### src/rtl/rq_pkg.sv
package rq_pkg;

  // Slot index that follows p in a ring of the given depth.
  function automatic int unsigned ring_next(input int unsigned p, input int unsigned depth);
    return (p + 1) % depth;
  endfunction

  // Slot that lies a steps younger than the head.
  function automatic int unsigned ring_slot(input int unsigned head, input int unsigned a,
                                            input int unsigned depth);
    return (head + a) % depth;
  endfunction

endpackage

### src/rtl/rq_ptr_ctrl.sv
module rq_ptr_ctrl #(
  parameter int DEPTH = 8,
  localparam int IDX_W = $clog2(DEPTH),
  localparam int CNT_W = $clog2(DEPTH + 1)
) (
  input  logic             clk,
  input  logic             rst_n,
  input  logic             alloc_req,
  input  logic             retire,
  input  logic             flush,
  output logic             alloc_fire,
  output logic             full,
  output logic [IDX_W-1:0] head,
  output logic [IDX_W-1:0] tail,
  output logic [CNT_W-1:0] count
);
  import rq_pkg::*;

  assign full       = (count == CNT_W'(DEPTH));
  assign alloc_fire = alloc_req && !full && !flush;

  always_ff @(posedge clk or negedge rst_n) begin
    if (!rst_n) begin
      head  <= '0;
      tail  <= '0;
      count <= '0;
    end else if (flush) begin
      head  <= '0;
      tail  <= '0;
      count <= '0;
    end else begin
      if (alloc_fire) tail <= IDX_W'(ring_next(int'(tail), DEPTH));
      if (retire)     head <= IDX_W'(ring_next(int'(head), DEPTH));
      count <= count + CNT_W'(alloc_fire) - CNT_W'(retire);
    end
  end


  count_bound_chk: assert property (@(posedge clk) disable iff (!rst_n)
    count <= CNT_W'(DEPTH));


  tail_step_chk: assert property (@(posedge clk) disable iff (!rst_n)
    alloc_fire |=> (tail == IDX_W'(ring_next(int'($past(tail)), DEPTH))));


  full_blocks_chk: assert property (@(posedge clk) disable iff (!rst_n)
    (full && !retire && !flush) |=> $stable(tail));


  flush_clears_chk: assert property (@(posedge clk) disable iff (!rst_n)
    flush |=> (count == '0 && tail == '0 && head == '0));

endmodule

### src/rtl/rq_entry_store.sv
module rq_entry_store #(
  parameter int DEPTH = 8,
  parameter int PC_W  = 32,
  parameter int RW    = 5,
  parameter int XLEN  = 32,
  localparam int IDX_W = $clog2(DEPTH)
) (
  input  logic                       clk,
  input  logic                       rst_n,
  input  logic                       flush,
  input  logic                       alloc_fire,
  input  logic [IDX_W-1:0]           tail,
  input  logic [PC_W-1:0]            alloc_pc,
  input  logic [RW-1:0]              alloc_dst,
  input  logic                       retire,
  input  logic [IDX_W-1:0]           head,
  input  logic                       wb_valid,
  input  logic [IDX_W-1:0]           wb_tag,
  input  logic [XLEN-1:0]            wb_value,
  input  logic                       wb_fault,
  input  logic                       wb_mispredict,
  input  logic [PC_W-1:0]            wb_target,
  output logic [DEPTH-1:0]           ent_valid,
  output logic [DEPTH-1:0]           ent_done,
  output logic [DEPTH-1:0]           ent_fault,
  output logic [DEPTH-1:0]           ent_misp,
  output logic [DEPTH-1:0][PC_W-1:0] ent_pc,
  output logic [DEPTH-1:0][RW-1:0]   ent_dst,
  output logic [DEPTH-1:0][XLEN-1:0] ent_value,
  output logic [DEPTH-1:0][PC_W-1:0] ent_target
);

  for (genvar e = 0; e < DEPTH; e++) begin : g_slot
    logic            r_valid, r_done, r_fault, r_misp;
    logic [PC_W-1:0] r_pc, r_target;
    logic [RW-1:0]   r_dst;
    logic [XLEN-1:0] r_value;
    logic            take_alloc, take_wb, take_ret;

    assign take_alloc = alloc_fire && (tail == IDX_W'(e));
    assign take_wb    = wb_valid && (wb_tag == IDX_W'(e)) && r_valid;
    assign take_ret   = retire && (head == IDX_W'(e));

    always_ff @(posedge clk or negedge rst_n) begin
      if (!rst_n) begin
        r_valid  <= 1'b0;
        r_done   <= 1'b0;
        r_fault  <= 1'b0;
        r_misp   <= 1'b0;
        r_pc     <= '0;
        r_dst    <= '0;
        r_value  <= '0;
        r_target <= '0;
      end else if (flush) begin
        r_valid <= 1'b0;
        r_done  <= 1'b0;
        r_fault <= 1'b0;
        r_misp  <= 1'b0;
      end else if (take_alloc) begin
        r_valid <= 1'b1;
        r_done  <= 1'b0;
        r_fault <= 1'b0;
        r_misp  <= 1'b0;
        r_pc    <= alloc_pc;
        r_dst   <= alloc_dst;
      end else begin
        if (take_ret) r_valid <= 1'b0;
        if (take_wb) begin
          r_done   <= 1'b1;
          r_fault  <= wb_fault;
          r_misp   <= wb_mispredict;
          r_value  <= wb_value;
          r_target <= wb_target;
        end
      end
    end

    assign ent_valid[e]  = r_valid;
    assign ent_done[e]   = r_done;
    assign ent_fault[e]  = r_fault;
    assign ent_misp[e]   = r_misp;
    assign ent_pc[e]     = r_pc;
    assign ent_dst[e]    = r_dst;
    assign ent_value[e]  = r_value;
    assign ent_target[e] = r_target;
  end

endmodule

### src/rtl/rq_operand_search.sv
module rq_operand_search #(
  parameter int DEPTH = 8,
  parameter int RW    = 5,
  parameter int XLEN  = 32,
  localparam int IDX_W = $clog2(DEPTH)
) (
  input  logic [DEPTH-1:0]           ent_valid,
  input  logic [DEPTH-1:0]           ent_done,
  input  logic [DEPTH-1:0][RW-1:0]   ent_dst,
  input  logic [DEPTH-1:0][XLEN-1:0] ent_value,
  input  logic [IDX_W-1:0]           head,
  input  logic [RW-1:0]              look_reg,
  input  logic [XLEN-1:0]            arf_value,
  output logic                       look_hit,
  output logic                       look_ready,
  output logic [XLEN-1:0]            look_value,
  output logic [IDX_W-1:0]           look_tag
);
  import rq_pkg::*;

  logic             found;
  logic [IDX_W-1:0] pick;
  logic [IDX_W-1:0] scan;

  // Walk from oldest to youngest; the last match standing is the youngest.
  always_comb begin
    found = 1'b0;
    pick  = '0;
    scan  = '0;
    for (int a = 0; a < DEPTH; a++) begin
      scan = IDX_W'(ring_slot(int'(head), a, DEPTH));
      if (ent_valid[scan] && ent_dst[scan] == look_reg) begin
        found = 1'b1;
        pick  = scan;
      end
    end
  end

  always_comb begin
    look_hit = found;
    if (!found) begin
      look_ready = 1'b1;
      look_value = arf_value;
      look_tag   = '0;
    end else if (ent_done[pick]) begin
      look_ready = 1'b1;
      look_value = ent_value[pick];
      look_tag   = pick;
    end else begin
      look_ready = 1'b0;
      look_value = '0;
      look_tag   = pick;
    end
  end

endmodule

### src/rtl/rq_retire_unit.sv
module rq_retire_unit #(
  parameter int PC_W = 32,
  parameter int RW   = 5,
  parameter int XLEN = 32,
  parameter logic [PC_W-1:0] HANDLER_PC = 32'h0000_0800
) (
  input  logic            head_valid,
  input  logic            head_done,
  input  logic            head_fault,
  input  logic            head_misp,
  input  logic [PC_W-1:0] head_pc,
  input  logic [PC_W-1:0] head_target,
  input  logic [RW-1:0]   head_dst,
  input  logic [XLEN-1:0] head_value,
  output logic            cm_valid,
  output logic [RW-1:0]   cm_dst,
  output logic [XLEN-1:0] cm_value,
  output logic            retire,
  output logic            flush,
  output logic            flush_fault,
  output logic [PC_W-1:0] flush_pc,
  output logic [PC_W-1:0] flush_epc
);
  logic head_ready;

  assign head_ready  = head_valid && head_done;
  assign cm_valid    = head_ready && !head_fault;
  assign cm_dst      = head_dst;
  assign cm_value    = head_value;
  assign retire      = cm_valid;
  assign flush       = head_ready && (head_fault || head_misp);
  assign flush_fault = head_ready && head_fault;
  assign flush_pc    = head_fault ? HANDLER_PC : head_target;
  assign flush_epc   = head_pc;

endmodule

### src/rtl/reorder_queue.sv
module reorder_queue #(
  parameter int DEPTH = 8,
  parameter int PC_W  = 32,
  parameter int RW    = 5,
  parameter int XLEN  = 32,
  parameter logic [PC_W-1:0] HANDLER_PC = 32'h0000_0800,
  localparam int IDX_W = $clog2(DEPTH),
  localparam int CNT_W = $clog2(DEPTH + 1)
) (
  input  logic             clk,
  input  logic             rst_n,
  input  logic             disp_valid,
  input  logic [PC_W-1:0]  disp_pc,
  input  logic [RW-1:0]    disp_dst,
  output logic             disp_ready,
  output logic [IDX_W-1:0] disp_tag,
  input  logic             wb_valid,
  input  logic [IDX_W-1:0] wb_tag,
  input  logic [XLEN-1:0]  wb_value,
  input  logic             wb_fault,
  input  logic             wb_mispredict,
  input  logic [PC_W-1:0]  wb_target,
  input  logic [RW-1:0]    look_reg,
  input  logic [XLEN-1:0]  arf_value,
  output logic             look_hit,
  output logic             look_ready,
  output logic [XLEN-1:0]  look_value,
  output logic [IDX_W-1:0] look_tag,
  output logic             cm_valid,
  output logic [RW-1:0]    cm_dst,
  output logic [XLEN-1:0]  cm_value,
  output logic             flush_valid,
  output logic             flush_fault,
  output logic [PC_W-1:0]  flush_pc,
  output logic [PC_W-1:0]  flush_epc
);
  import rq_pkg::*;

  logic                       alloc_fire, full, retire, flush;
  logic [IDX_W-1:0]           head_q, tail_q;
  logic [CNT_W-1:0]           count_q;
  logic [DEPTH-1:0]           ent_valid, ent_done, ent_fault, ent_misp;
  logic [DEPTH-1:0][PC_W-1:0] ent_pc, ent_target;
  logic [DEPTH-1:0][RW-1:0]   ent_dst;
  logic [DEPTH-1:0][XLEN-1:0] ent_value;

  rq_ptr_ctrl #(.DEPTH(DEPTH)) ptr_i (
    .clk(clk), .rst_n(rst_n), .alloc_req(disp_valid), .retire(retire), .flush(flush),
    .alloc_fire(alloc_fire), .full(full), .head(head_q), .tail(tail_q), .count(count_q)
  );

  rq_entry_store #(.DEPTH(DEPTH), .PC_W(PC_W), .RW(RW), .XLEN(XLEN)) store_i (
    .clk(clk), .rst_n(rst_n), .flush(flush),
    .alloc_fire(alloc_fire), .tail(tail_q), .alloc_pc(disp_pc), .alloc_dst(disp_dst),
    .retire(retire), .head(head_q),
    .wb_valid(wb_valid), .wb_tag(wb_tag), .wb_value(wb_value), .wb_fault(wb_fault),
    .wb_mispredict(wb_mispredict), .wb_target(wb_target),
    .ent_valid(ent_valid), .ent_done(ent_done), .ent_fault(ent_fault), .ent_misp(ent_misp),
    .ent_pc(ent_pc), .ent_dst(ent_dst), .ent_value(ent_value), .ent_target(ent_target)
  );

  rq_operand_search #(.DEPTH(DEPTH), .RW(RW), .XLEN(XLEN)) search_i (
    .ent_valid(ent_valid), .ent_done(ent_done), .ent_dst(ent_dst), .ent_value(ent_value),
    .head(head_q), .look_reg(look_reg), .arf_value(arf_value),
    .look_hit(look_hit), .look_ready(look_ready), .look_value(look_value), .look_tag(look_tag)
  );

  rq_retire_unit #(.PC_W(PC_W), .RW(RW), .XLEN(XLEN), .HANDLER_PC(HANDLER_PC)) retire_i (
    .head_valid(ent_valid[head_q]), .head_done(ent_done[head_q]),
    .head_fault(ent_fault[head_q]), .head_misp(ent_misp[head_q]),
    .head_pc(ent_pc[head_q]), .head_target(ent_target[head_q]),
    .head_dst(ent_dst[head_q]), .head_value(ent_value[head_q]),
    .cm_valid(cm_valid), .cm_dst(cm_dst), .cm_value(cm_value), .retire(retire),
    .flush(flush), .flush_fault(flush_fault), .flush_pc(flush_pc), .flush_epc(flush_epc)
  );

  assign disp_ready  = !full;
  assign disp_tag    = tail_q;
  assign flush_valid = flush;


  commit_advances_chk: assert property (@(posedge clk) disable iff (!rst_n)
    (cm_valid && !flush_valid) |=> (head_q == IDX_W'(ring_next(int'($past(head_q)), DEPTH))));


  fault_no_write_chk: assert property (@(posedge clk) disable iff (!rst_n)
    flush_fault |-> (!cm_valid && flush_valid));

endmodule

### config.mk
export PLATFORM = sky130hd
export DESIGN_NAME = reorder_queue
export DESIGN_NICKNAME = d
export VERILOG_FILES = /design/src/rtl/rq_pkg.sv /design/src/rtl/rq_ptr_ctrl.sv /design/src/rtl/rq_entry_store.sv /design/src/rtl/rq_operand_search.sv /design/src/rtl/rq_retire_unit.sv /design/src/rtl/reorder_queue.sv
export SDC_FILE = /design/constraint.sdc
export NUM_CORES = 2
export LEC_CHECK = 0
export ABC_CLOCK_PERIOD_IN_PS = 13900
export BUFFER_PORTS_ARGS = -buffer_cell sky130_fd_sc_hd__buf_2
export CAP_MARGIN = 20
export CORE_MARGIN = 2
export CORE_UTILIZATION = 45
export CTS_BUF_LIST = sky130_fd_sc_hd__clkbuf_4 sky130_fd_sc_hd__clkbuf_8
export DETAILED_ROUTE_END_ITERATION = 8
export HOLD_SLACK_MARGIN = 0.08
export PLACE_DENSITY_LB_ADDON = 0.25
export SLEW_MARGIN = 20
export SYNTH_ARGS = -nofsm -noshare
export SYNTH_HDL_FRONTEND = slang
export SYNTH_SLANG_ARGS = --single-unit
### constraint.sdc
create_clock -name clk -period 13.9 [get_ports clk]
set_clock_uncertainty 0.1 [all_clocks]
set_input_delay 2.78 -clock clk [delete_from_list [all_inputs] [get_ports clk]]
set_output_delay 2.78 -clock clk [all_outputs]
set_load 0.1 [all_outputs]
* Yosys cells after proc, flatten, opt, wreduce, memory -nomap -nowiden
Index checks and enable logic that the tools add are counted.
** Storage, ports and cells
- Bits in registers :: 850
- Latch bits :: 0
- Memory bits (writable) :: 0
- ROM bits :: 0
- Input bits :: 147
- Output and inout port bits :: 145
- Logic and storage cells :: 383
- Memories kept :: 0
** Operators by class
- $add $sub $neg :: 10
- Multipliers :: 0
- Divide/modulo/power cells :: 0
- $lt $le $gt $ge :: 9
- Eq/ne operators :: 30
- Shifts and indexed selects :: 0
- Mux-type cells :: 171
- Bitwise operators :: 9
- Reduce and logical (&&, ||, !) cells :: 87
** Operators by type and width (number)
- binary-select mux 32 bit (select 3 bit) :: 4
- two-way mux 32 bit :: 7
- binary-select mux 5 bit (select 3 bit) :: 8
- two-way mux 1 bit :: 118
- nonzero test 3 bit :: 16
- logical AND 1 bit :: 46
- equality test 5 bit :: 8
- two-way mux 5 bit :: 8
- two-way mux 3 bit :: 13
- binary-select mux 1 bit (select 3 bit) :: 12
- equality test 3 bit (second input constant) :: 12
- less-than comparator 3 x 4 -> 1 bit (second input constant) :: 9
- AND reduction 3 bit :: 8
- equality test 3 x 2 -> 1 bit (second input constant) :: 6
- AND reduction 2 bit :: 8
- adder 3 bit (second input constant) :: 4
- equality test 3 x 1 -> 1 bit (second input constant) :: 3
- logical NOT 3 bit :: 3
- inverter 1 bit :: 9
- adder 3 x 1 -> 3 bit (second input constant) :: 2
- adder 3 x 2 -> 3 bit (second input constant) :: 2
- adder 4 x 1 -> 4 bit :: 1
- equality test 4 bit (second input constant) :: 1
- two-way mux 4 bit :: 1
- other kinds (4) :: 7

* Longest topological paths before layout
- Depth in word-level cells :: 16
- Mapped depth :: 23
- Gate-level depth less buffers :: 14

* By module
A second synthesis with hierarchy kept.
** Second synthesis, totals
- Cells, all modules :: 3169
- Area, all modules :: 46460.8 um^2
** By module, submodules not included
- rq_entry_store :: instances 1, cells each 1912, area an instance 32005.7 um^2, seq. area each 21020.2 um^2
- reorder_queue :: instances 1, cells each 375, area an instance 6857.8 um^2, seq. area each 0.0 um^2
- rq_operand_search :: instances 1, cells each 721, area an instance 6238.5 um^2, seq. area each 0.0 um^2
- rq_retire_unit :: instances 1, cells each 108, area an instance 774.5 um^2, seq. area each 0.0 um^2
- rq_ptr_ctrl :: instances 1, cells each 53, area an instance 584.3 um^2, seq. area each 250.2 um^2

* Worst setup path after synthesis
OpenSTA, ideal clock, no wires.
- Path type :: input -> output
- Start point :: in look_reg[1]
- End point :: out look_ready
- Arrival time :: 7.892 ns
- Required time :: 11.020 ns
- Slack :: 3.128 ns
- Stages on the path :: 11
- Buffers on the path :: 1
- Path through :: inv_1 clkbuf_1 a221oi_1 a31o_2 nor4b_1 nand4_1 o2111a_1 a211oi_4 nor2_1 a22o_1 o21ai_0
** On the way
- Word-level cells in the longest chain between the ends :: 14
- Elaborated cells between the ends (all ways) :: 36
- Classes of those cells :: eq/ne (8); mux (20); reduce/logical (8)
** Ends and longest elaborated chain
- start, declared :: RTL line reorder_queue.sv:23 : input logic [RW-1:0] look_reg,
- equality test 5 bit :: RTL line rq_operand_search.sv:32 : if (ent_valid[scan] && ent_dst[scan] == look_reg) begin
- logical AND 1 bit :: RTL line rq_operand_search.sv:32
- two-way mux 3 bit (8 in series) :: RTL line rq_operand_search.sv:32
- binary-select mux 1 bit (select 3 bit) :: RTL line rq_operand_search.sv:45 : end else if (ent_done[pick]) begin
- two-way mux 1 bit (not written as such) :: RTL line rq_operand_search.sv:45
- two-way mux 1 bit :: RTL line rq_operand_search.sv:45
- two-way mux 1 bit * :: RTL line rq_operand_search.sv:41 : if (!found) begin
- end, declared :: RTL line reorder_queue.sv:26 : output logic look_ready,
Every way passes the cells marked *; elsewhere a longest branch is shown, timed or not. The select of a mux whose other input is x is not followed.

* Final worst setup path
- Start point :: reg ptr_i.head[2]
- End point :: out look_value[4]
** On the way
- Word-level cells in the longest chain between the ends :: 16
- Elaborated cells between the ends (all ways) :: 77
- Classes of those cells :: add/sub (7); eq/ne (8); mux (54); reduce/logical (8)
** Ends and longest elaborated chain
- start, declared :: RTL line rq_ptr_ctrl.sv:13 : output logic [IDX_W-1:0] head,
- start signal, assigned :: RTL line rq_ptr_ctrl.sv:33 : if (retire) head <= IDX_W'(ring_next(int'(head), DEPTH));
- adder 3 x 1 -> 3 bit / binary-select mux 5 bit (select 3 bit) (equally long branches) :: RTL line rq_pkg.sv:11, rq_operand_search.sv:32
- binary-select mux 5 bit (select 3 bit) / two-way mux 5 bit (equally long branches) :: RTL line rq_operand_search.sv:32
- two-way mux 5 bit (not written as such) / equality test 5 bit (equally long branches) :: RTL line rq_operand_search.sv:32
- equality test 5 bit / logical AND 1 bit (equally long branches) :: RTL line rq_operand_search.sv:32
- logical AND 1 bit / two-way mux 3 bit (equally long branches) :: RTL line rq_operand_search.sv:32
- two-way mux 3 bit (7 in series) :: RTL line rq_operand_search.sv:32
- binary-select mux 32 bit (select 3 bit) / binary-select mux 1 bit (select 3 bit) (equally long branches) :: RTL line rq_operand_search.sv:47, rq_operand_search.sv:45
- two-way mux 32 bit (not written as such) / two-way mux 1 bit (equally long branches) :: RTL line rq_operand_search.sv:47, rq_operand_search.sv:45
- two-way mux 32 bit :: RTL line rq_operand_search.sv:45
- two-way mux 32 bit * :: RTL line rq_operand_search.sv:41
- end, declared :: RTL line reorder_queue.sv:27 : output logic [XLEN-1:0] look_value,
Marked as above.

==> results.sh <==
export IMPL_crit_path_frequent_cell="buf_4"
export IMPL_track_usage=0.2358
export IMPL_die_height_um=316.0
export IMPL_die_w_um=316.0
export IMPL_critical_path_arrival_ns=8.05
export IMPL_grt_max_degree=182
export IMPL_grt_pass1_vias=29520
export IMPL_syn_num_nets=3305
export IMPL_ys_seq_area_frac=0.4857
export IMPL_maxCapViolCount=0
export IMPL_wl_per_cell_um=24.28
export IMPL_path_max_fanout=47
export IMPL_drv_slew=0
export IMPL_required_ns=11.02
export IMPL_rsz0062_at_grt="no"
export IMPL_final_area_sq_mm=0.04945
export IMPL_coreArea_sq_mm=0.09657
export IMPL_port_buffers=291
export IMPL_slowest_stage="nor2b_4"
export IMPL_firstDrtPassIters=5
export IMPL_synth_warnings=0
export IMPL_fin_nets=3566
export IMPL_hold_ws_ns=0.3834
export IMPL_gp_congestion=0.8619
export IMPL_synthCells=3138
export IMPL_start_kind="register"
export IMPL_drc=0
export IMPL_grt_pass1_wl_um=179800
export IMPL_drtAntennaViolNets=0
export IMPL_overflow=0
export IMPL_drt_first_iter_violations=1934
export IMPL_netlist_area_sq_mm=0.04379
export IMPL_slowest_delay_ns=0.99
export IMPL_synth_cell_type_count=81
export IMPL_cts_made_buffers=153
export IMPL_cts_num_sinks=850
export IMPL_clock_fmax_ghz=0.09148
export IMPL_synth_edf_count=0
export IMPL_setup_tns_ns=0
export IMPL_vias=28130
export IMPL_cts_setup_buffers=0
export IMPL_num_rows=114
export IMPL_cts_hold_fix_buffers=0
export IMPL_hold_viol=0
export IMPL_areaGrowthSynthToFinish_pct=12.92
export IMPL_finalCriticalPeriod_ns=10.93
export IMPL_ctsResizeCount=0
export IMPL_instances_no_fill=4791
export IMPL_avgViaCountPerCell=5.870
export IMPL_avgSynthCellArea_sq_um=13.96
export IMPL_dieArea_sq_mm=0.09983
export IMPL_io_pins=292
export IMPL_clkTransAtPathRegs_ns=0.07
export IMPL_period_share=0.7865
export IMPL_synthArstFlopShare=1.000
export IMPL_tightest_slew_ns=1.182
export IMPL_synth_area_top_cells="dfrtp_1 (49%), mux2_2 (21%), mux4_2 (13%), mux2i_1 (4.9%), nand2_1 (2.6%)"
export IMPL_drive_gt1_frac=0.4840
export IMPL_end_kind="output pin"
export IMPL_clk_insertion_delay_late_ns=0.82
export IMPL_wirelength_um=116300
export IMPL_path_buf_inv=4
export IMPL_place_area_sq_mm=0.04623
export IMPL_cts_root_buf="clkbuf_8"
export IMPL_htree_levels=4
export IMPL_grt_antenna_before_repair=21
export IMPL_dp_cells=4519
export IMPL_synth_top_area_frac=0.4857
export IMPL_synth_top_area_cell="dfrtp_1"
export IMPL_crit_type="reg -> out"
export IMPL_cts_buffer_depth=3
export IMPL_relSlewSlack=0.2103
export IMPL_worstPathCellList="inv_4 -> buf_4 -> ha_1 -> mux4_2 -> mux2i_1 -> xnor2_1 -> nand2_1 -> nor4b_1 -> nand3_1 -> o2111a_1 -> a211oi_4 -> nor2b_4 -> a22o_1 -> nor3_4 -> buf_4 -> a32o_1 -> buf_2"
export IMPL_finalSetupViolations=0
export IMPL_ys_seq_elements=850
export IMPL_status="finished clean"
export IMPL_dpl_hpwl_um=67890
export IMPL_cp_top_family="simple AND/OR/NAND/NOR gates"
export IMPL_start_util=0.4535
export IMPL_cts_tree="yes"
export IMPL_ys_flop_type="dfrtp_1"
export IMPL_worst_hold_path_type="reg -> reg"
## stage by stage
step | utilization | setup WS, ns
final | 0.5121 | 2.968
after global routing | 0.5121 | 2.636
after CTS | 0.5116 | 2.936
after detailed placement | 0.4787 | 3.717
after global placement | 0.4787 | 3.836
after floorplan | - | 3.128
## worst reg2reg max path, stage by stage (launching register included)
cell      delay (ns)
dfrtp_4         0.95
buf_4           0.94
mux4_2          0.63
nand2_1         0.11
nand2_2         0.24
buf_4           0.39
nor3_1          0.42
nand2b_1        0.16
buf_4           0.32
clkinv_1        0.35
or2_2           0.45
nor2_4          0.80
buf_4           0.83
mux2_2          0.44
## final cells by class
class / instances / area (sq um)
Antenna cell: 5 / 12.51
Clock buffer: 235 / 2909
Clock inverter: 31 / 269.0
Fill cell: 8386 / 47110
Inverter: 24 / 92.59
Multi-Input combinational cell: 2034 / 21410
Sequential cell: 850 / 21280
Tap cell: 1276 / 1597
Timing Repair Buffer: 336 / 1878
## worst paths after layout
| kind | startpoint | end | slack [ns] | depth (start not counted) |
|---|---|---|---|---|
| max | ptr_i.head[2] | look_value[4] | 2.97 | 17 |
| min | store_i.g_slot[1].r_target[0] | store_i.g_slot[1].r_target[0] | 0.38 | 1 |
| max reg2reg | ptr_i.head[1] | store_i.g_slot[2].r_value[9] | 6.63 | 13 |
| min reg2reg | store_i.g_slot[1].r_target[0] | store_i.g_slot[1].r_target[0] | 0.38 | 1 |
| max in group asynchronous | rst_n | store_i.g_slot[3].r_target[29] | 9.49 | 3 |
| min in group asynchronous | rst_n | store_i.g_slot[2].r_value[27] | 1.90 | 1 |
## logic make-up after synthesis
kind of cell	after synthesis	share of synthesized area
buf+inv	254	0.02846
compound gates	218	0.03760
fa+ha+maj	20	0.005886
mux	1281	0.3861
simple gates	479	0.04891
flops	850	0.4857
xor+xnor	36	0.007371
## routing by layer
metal	part of all wire	up-vias	GRT usage
met3	0.056	260	0.05175
met2	0.47	755	0.3745
met1	0.44	14810	0.3175
li1	-	12280	-
met5	0.0014	-	0
met4	0.032	26	0.09080
## flip-flops by register name, summed over array words and instances, names as in the netlist
register and cells:
store_i.g_slot.r_done 8, store_i.g_slot.r_valid 8, store_i.g_slot.r_dst 40, store_i.g_slot.r_pc 256, store_i.g_slot.r_misp 8, ptr_i.count 4
store_i.g_slot.r_fault 8, store_i.g_slot.r_value 256, ptr_i.head 3, ptr_i.tail 3, store_i.g_slot.r_target 256
## cells in the mapped netlist (3+ instances only)
cell	n
o2111a_1	3
ha_1	19
buf_8	5
a21oi_1	43
or2_2	3
nor2b_1	12
a32o_1	32
a221oi_1	5
mux2i_1	213
nand2_1	308
buf_6	9
inv_1	18
buf_4	18
xnor2_1	24
and3_1	10
xor2_1	11
a211oi_1	4
and2_1	12
a21bo_1	3
dfrtp_1	850
a22oi_1	68
clkbuf_1	75
clkinv_1	4
nand3b_1	3
nand2b_1	5
o211ai_1	5
and4_1	3
nand3_1	30
buf_2	80
o21ai_0	12
mux4_2	244
o22ai_1	9
nor3b_1	8
nor3_1	14
or3_1	3
nor2_1	47
mux2_2	807
buf_1	42
a31o_2	4
nand4_1	6
mux2_1	17
## layout by cell type, fill, tap and decap left out, drive strengths merged, types with 3 or more instances in the layout
cell      instances
nor3             16
nor2             50
nand3            31
ha               19
or3               3
o2111a            3
clkinv           20
inv              26
buf             336
mux2            824
clkinvlp          7
o21ai            13
or2               4
and2             12
and4              3
diode             5
mux2i           213
xor2             11
a221oi            5
dfrtp           850
nand2           308
a22oi            68
a32o             32
a211oi            5
nand4             6
mux4            244
a21bo             3
a21oi            44
nand2b            5
xnor2            25
nand3b            3
and3             10
a31o              4
nor2b            12
o22ai             9
o211ai            5
clkbuf          235
nor3b             8
Power is not shown: default switching activity piles up to over one toggle a cycle in this logic, so the estimate is an artifact.
